File: src/rtl/vif_pkg.sv
package vif_pkg;
  typedef enum logic [1:0] {
    OP_CLI   = 2'd0,
    OP_STI   = 2'd1,
    OP_PUSHF = 2'd2,
    OP_POPF  = 2'd3
  } vif_op_e;

  typedef struct packed {
    logic if_f;
    logic vif_f;
    logic vip_f;
  } vif_state_t;

  typedef struct packed {
    logic fault;
    logic wr_if;
    logic if_val;
    logic wr_vif;
    logic vif_val;
    logic push;
    logic push_if;
  } vif_dec_t;
endpackage

File: src/rtl/vif_policy.sv
module vif_policy
  import vif_pkg::*;
#(
  parameter int IOPL_W = 2
) (
  input  logic              vme,
  input  logic [IOPL_W-1:0] iopl,
  input  vif_op_e           op,
  input  logic              pop_if,
  input  vif_state_t        st,
  output vif_dec_t          dec
);
  logic top_priv;
  assign top_priv = &iopl;

  always_comb begin
    dec = '0;
    if (top_priv) begin
      unique case (op)
        OP_CLI:   begin dec.wr_if = 1'b1; dec.if_val = 1'b0; end
        OP_STI:   begin dec.wr_if = 1'b1; dec.if_val = 1'b1; end
        OP_PUSHF: begin dec.push = 1'b1; dec.push_if = st.if_f; end
        OP_POPF:  begin dec.wr_if = 1'b1; dec.if_val = pop_if; end
        default:  dec = '0;
      endcase
    end else if (!vme) begin
      dec.fault = 1'b1;
    end else begin
      unique case (op)
        OP_CLI: begin dec.wr_vif = 1'b1; dec.vif_val = 1'b0; end
        OP_STI: begin
          if (st.vip_f) dec.fault = 1'b1;
          else begin dec.wr_vif = 1'b1; dec.vif_val = 1'b1; end
        end
        OP_PUSHF: begin dec.push = 1'b1; dec.push_if = st.vif_f; end
        OP_POPF: begin
          if (pop_if && st.vip_f) dec.fault = 1'b1;
          else begin dec.wr_vif = 1'b1; dec.vif_val = pop_if; end
        end
        default: dec = '0;
      endcase
    end
  end
endmodule

File: src/rtl/vif_image_build.sv
module vif_image_build #(
  parameter int IMG_W   = 16,
  parameter int IF_POS  = 9,
  parameter int IOPL_LO = 12,
  parameter int IOPL_W  = 2
) (
  input  logic [IMG_W-1:0]  base,
  input  logic              if_bit,
  input  logic [IOPL_W-1:0] iopl,
  output logic [IMG_W-1:0]  img
);
  localparam int IOPL_HI = IOPL_LO + IOPL_W - 1;

  for (genvar b = 0; b < IMG_W; b++) begin : g_bit
    if (b == IF_POS) begin : g_if
      assign img[b] = if_bit;
    end else if (b >= IOPL_LO && b <= IOPL_HI) begin : g_iopl
      assign img[b] = iopl[b-IOPL_LO];
    end else begin : g_pass
      assign img[b] = base[b];
    end
  end
endmodule

File: src/rtl/vif_flag_regs.sv
module vif_flag_regs
  import vif_pkg::*;
(
  input  logic       clk,
  input  logic       rst_n,
  input  logic       take,
  input  vif_dec_t   dec,
  input  logic       vip_wr,
  input  logic       vip_wdata,
  output vif_state_t st,
  output logic       fault_q
);
  always_ff @(posedge clk) begin
    if (!rst_n) begin
      st      <= '0;
      fault_q <= 1'b0;
    end else begin
      fault_q <= take && dec.fault;
      if (take && !dec.fault) begin
        if (dec.wr_if)  st.if_f  <= dec.if_val;
        if (dec.wr_vif) st.vif_f <= dec.vif_val;
      end
      if (vip_wr) st.vip_f <= vip_wdata;
    end
  end
endmodule

File: src/rtl/vif_push_stage.sv
module vif_push_stage #(
  parameter int W = 16
) (
  input  logic         clk,
  input  logic         rst_n,
  input  logic         load,
  input  logic [W-1:0] din,
  input  logic         ready,
  output logic         valid,
  output logic [W-1:0] dout
);
  always_ff @(posedge clk) begin
    if (!rst_n) begin
      valid <= 1'b0;
      dout  <= '0;
    end else if (load) begin
      valid <= 1'b1;
      dout  <= din;
    end else if (valid && ready) begin
      valid <= 1'b0;
    end
  end
endmodule

File: src/rtl/vif_unit.sv
module vif_unit
  import vif_pkg::*;
#(
  parameter int IMG_W   = 16,
  parameter int FLAGS_W = 32,
  parameter int IOPL_W  = 2,
  parameter int IF_POS  = 9,
  parameter int IOPL_LO = 12,
  parameter int VIF_POS = 19,
  parameter int VIP_POS = 20
) (
  input  logic               clk,
  input  logic               rst_n,
  input  logic               vme_i,
  input  logic [IOPL_W-1:0]  iopl_i,
  input  logic [IMG_W-1:0]   base_flags_i,
  input  logic               op_valid_i,
  output logic               op_ready_o,
  input  logic [1:0]         op_code_i,
  input  logic               pop_if_i,
  output logic               push_valid_o,
  input  logic               push_ready_i,
  output logic [IMG_W-1:0]   push_data_o,
  input  logic               vip_wr_i,
  input  logic               vip_wdata_i,
  output logic [FLAGS_W-1:0] flags_o,
  output logic               fault_o
);
  vif_state_t       st;
  vif_dec_t         dec;
  logic             take;
  logic [IMG_W-1:0] img;

  assign op_ready_o = !push_valid_o;
  assign take       = op_valid_i && op_ready_o;

  vif_policy #(.IOPL_W(IOPL_W)) policy_i (
    .vme(vme_i), .iopl(iopl_i), .op(vif_op_e'(op_code_i)),
    .pop_if(pop_if_i), .st(st), .dec(dec)
  );

  vif_image_build #(.IMG_W(IMG_W), .IF_POS(IF_POS), .IOPL_LO(IOPL_LO),
                    .IOPL_W(IOPL_W)) image_i (
    .base(base_flags_i), .if_bit(dec.push_if), .iopl(iopl_i), .img(img)
  );

  vif_flag_regs regs_i (
    .clk(clk), .rst_n(rst_n), .take(take), .dec(dec),
    .vip_wr(vip_wr_i), .vip_wdata(vip_wdata_i), .st(st), .fault_q(fault_o)
  );

  vif_push_stage #(.W(IMG_W)) push_i (
    .clk(clk), .rst_n(rst_n), .load(take && dec.push), .din(img),
    .ready(push_ready_i), .valid(push_valid_o), .dout(push_data_o)
  );

  always_comb begin
    flags_o                    = '0;
    flags_o[IF_POS]            = st.if_f;
    flags_o[IOPL_LO +: IOPL_W] = iopl_i;
    flags_o[VIF_POS]           = st.vif_f;
    flags_o[VIP_POS]           = st.vip_f;
  end
endmodule

File: config.mk
export PLATFORM = sky130hd
export DESIGN_NAME = vif_unit
export DESIGN_NICKNAME = d
export VERILOG_FILES = /design/src/rtl/vif_pkg.sv /design/src/rtl/vif_policy.sv /design/src/rtl/vif_image_build.sv /design/src/rtl/vif_flag_regs.sv /design/src/rtl/vif_push_stage.sv /design/src/rtl/vif_unit.sv
export SDC_FILE = /design/constraint.sdc
export NUM_CORES = 1
export LEC_CHECK = 0
export ABC_AREA = 1
export BUFFER_PORTS_ARGS = -buffer_cell sky130_fd_sc_hd__buf_4
export CAP_MARGIN = 10
export CORE_ASPECT_RATIO = 2
export CORE_MARGIN = 2
export CORE_UTILIZATION = 45
export DETAILED_ROUTE_END_ITERATION = 10
export GPL_ROUTABILITY_DRIVEN = 0
export HOLD_SLACK_MARGIN = 0.06
export PLACE_DENSITY = 0.95
export SLEW_MARGIN = 30
export SYNTH_ARGS = -nofsm -noshare
export SYNTH_HDL_FRONTEND = slang
export SYNTH_HIERARCHICAL = 1
export SYNTH_SLANG_ARGS = --single-unit
File: constraint.sdc
create_clock -name clk -period 2.9 [get_ports clk]
set_input_delay 0.145 -clock clk [delete_from_list [all_inputs] [get_ports clk]]
set_output_delay 0.145 -clock clk [all_outputs]
set_load 0.01 [all_outputs]
==> reports/summary.txt <==
status: finished, final reports clean
CTS Buffer Depth: 2
Synth area leader: dfxtp_1
most frequent cells in the layout: buf_4 (48), nor2_1 (41), conb_1 (27), dfxtp_1 (21), o21ai_0 (16)
first-pass GRT wire length: 3.86 mm
# DRC: 0
# port buffers: 48
number of setup buffers added after CTS: 0
Routed Antenna Nets: 0
total track usage: 16.8%
CTS root buffer: clkbuf_8
Setup CP Type: reg2reg
Mapped Cells: 171
synthesized area per cell: 7.17 um2
met3 track demand over resource: 2.29%
crit path capture: push_i/dout[12]
n_diodes: 0
die span in y: 77.8 um
via count: 1001
core area: 2570 um2
share of the synthesized area in the top cell type: 34.3%
M1 GR Usage: 17.1%
Max-Cap Viols: 0
largest net degree at the start of global routing: 22
Worst Path Max Fanout: 17
setup TNS: 0 ns
largest cells by area after synthesis: dfxtp_1 (34%), buf_4 (28%), nor2_1 (13%)
Nets: 230
RR Endpoint: push_i/dout[12]
hold buffer count at cts: 0
Hold Crit Class: in2reg
static leakage: 0.792 nW
clk_lat worst skew: 0.25 ns
vias per cell: 4.37
Min Clock Period, post-route: 1.58 ns
DR pass1 iterations: 4
GRT Residual Overflow: 0
IO Pins: 79
gr busiest metal: met2
endpoints failing hold: 0
share of the core filled with cells: 54.6%
flops & latches, synth: 21
std cell rows: 26
Initial Utilization: 47.7%
RR Startpoint: push_i/valid
commonest non-fill, non-tap cell in the layout: buf_4
die area: 3180 um2
CTS tree: yes
Worst Setup SP: push_i/valid
die width: 40.9 um
worst slew pin tran: 0.627 ns
CTS Buf Count: 3
GR Layer Usage met2: 29.7%
Worst-path clk slew: 0.07 ns
R2R Setup Slk: 1.32 ns
Setup violations, final: 0
Power Dens Cells: 433 nW/um2
VDD IR max: 0.000332 V
initial DRC count: 13
H-tree Lvls: 1
max-slew violations: 0
post-DP HPWL: 1.78 mm
crit end category: register
RSZ-0062 raised after global routing: no
slew margin rel.: 58.1%
Critical Path AT: 1.73 ns
Min-Delay Path Depth: 2
fin crit share: 54.3%
CP Launch Type: register
vias in the first global route: 947
DR WL/cell: 10.1 um
post_cts resized: 0
count of cell types in the netlist: 19
YS warnings: 6
Worst Skew: 0.00151 ns
synthesized cell area: 1230 um2
r2r worst-path depth: 6
share of post-route cells with drive strength above 1: 30.8%
initial antenna violation count: 0
fmax: 635 MHz
CTS sink count: 21
Layout area overhead: 14.4%
Worst EP required: 3.05 ns
WL final: 2.32 mm
register area share after synthesis: 34.3%
==> where the power goes <==
group	switching (mW)	total (mW)	leakage, nW	internal [mW]
registers	0.00680	0.308	0.171	0.301
clock network	0.0884	0.186	0.0228	0.0976
logic	0.0628	0.113	0.598	0.0504
==> synthesized netlist by cell type (all sizes together) <==
| library cell | count |
|---|---|
| conb | 1 |
| inv | 16 |
| nand3 | 3 |
| a21oi | 2 |
| o21ai | 18 |
| nor2 | 44 |
| nand4 | 1 |
| buf | 48 |
| dfxtp | 21 |
| nand2 | 16 |
| and3 | 1 |
==> flip-flops by register name, indices dropped and copies added, names as in the netlist <==
register / count
push_i/dout: 16
regs_i/st: 3
push_i/valid: 1
regs_i/fault_q: 1
==> cell type report <==
cell class / instances / area, um2
fillers: 256 / 1170
repair buffers: 48 / 360
well taps: 28 / 35.0
inverters: 16 / 60.1
clock buffers: 4 / 45.0
flip-flops and latches: 21 / 420
multi-input cells: 112 / 482
==> stage by stage <==
| step | total power, mW | hold WS [ns] | cells | worst slack, ns | area (um2) |
|---|---|---|---|---|---|
| floorplan | 0.415 | 0.238 | 197 | 1.76 | 1320 |
| global placement | 0.425 | 0.331 | 225 | 1.14 | 1360 |
| detailed placement | 0.428 | 0.348 | 225 | 1.09 | 1360 |
| CTS | 0.619 | 0.0742 | 229 | 1.26 | 1400 |
| global route | 0.645 | 0.0861 | 229 | 1.09 | 1400 |
| finish | 0.607 | 0.0863 | 229 | 1.32 | 1400 |
==> per-layer routing <==
layer  share of wire [%]  routed length (um)
met5                   0                   0
met1                  36                 827
met2                  56                1290
met3                 7.8                 181
met4                0.90                  21
==> kinds of logic after synthesis <==
| family | after synthesis | share of synthesized area [%] |
|---|---|---|
| other | 1 | 0.306 |
| AND/OR/NAND/NOR | 65 | 22.6 |
| AO/OA/AOI/OAI | 20 | 8.47 |
| flip-flops | 21 | 34.3 |
| buffers and inverters | 64 | 34.4 |
==> worst max-delay path: stages (launching register included) <==
cell,delay (ns)
dfxtp_1,0.34
inv_2,0.07
nand2_2,0.05
nor2_2,0.48
inv_2,0.29
nor2_1,0.17
nor2_1,0.06
==> worst min path at each step <==
stage	start	to	slack [ns]
2_1_floorplan	vip_wr_i	regs_i/st[0]	0.24
3_3_place_gp	vip_wr_i	regs_i/st[0]	0.33
3_5_place_dp	vip_wr_i	regs_i/st[0]	0.35
4_1_cts	vip_wr_i	regs_i/st[0]	0.07
5_1_grt	vip_wr_i	regs_i/st[0]	0.09
6_report	vip_wr_i	regs_i/st[0]	0.09
Note: power is estimated with default switching activity, not from simulation.
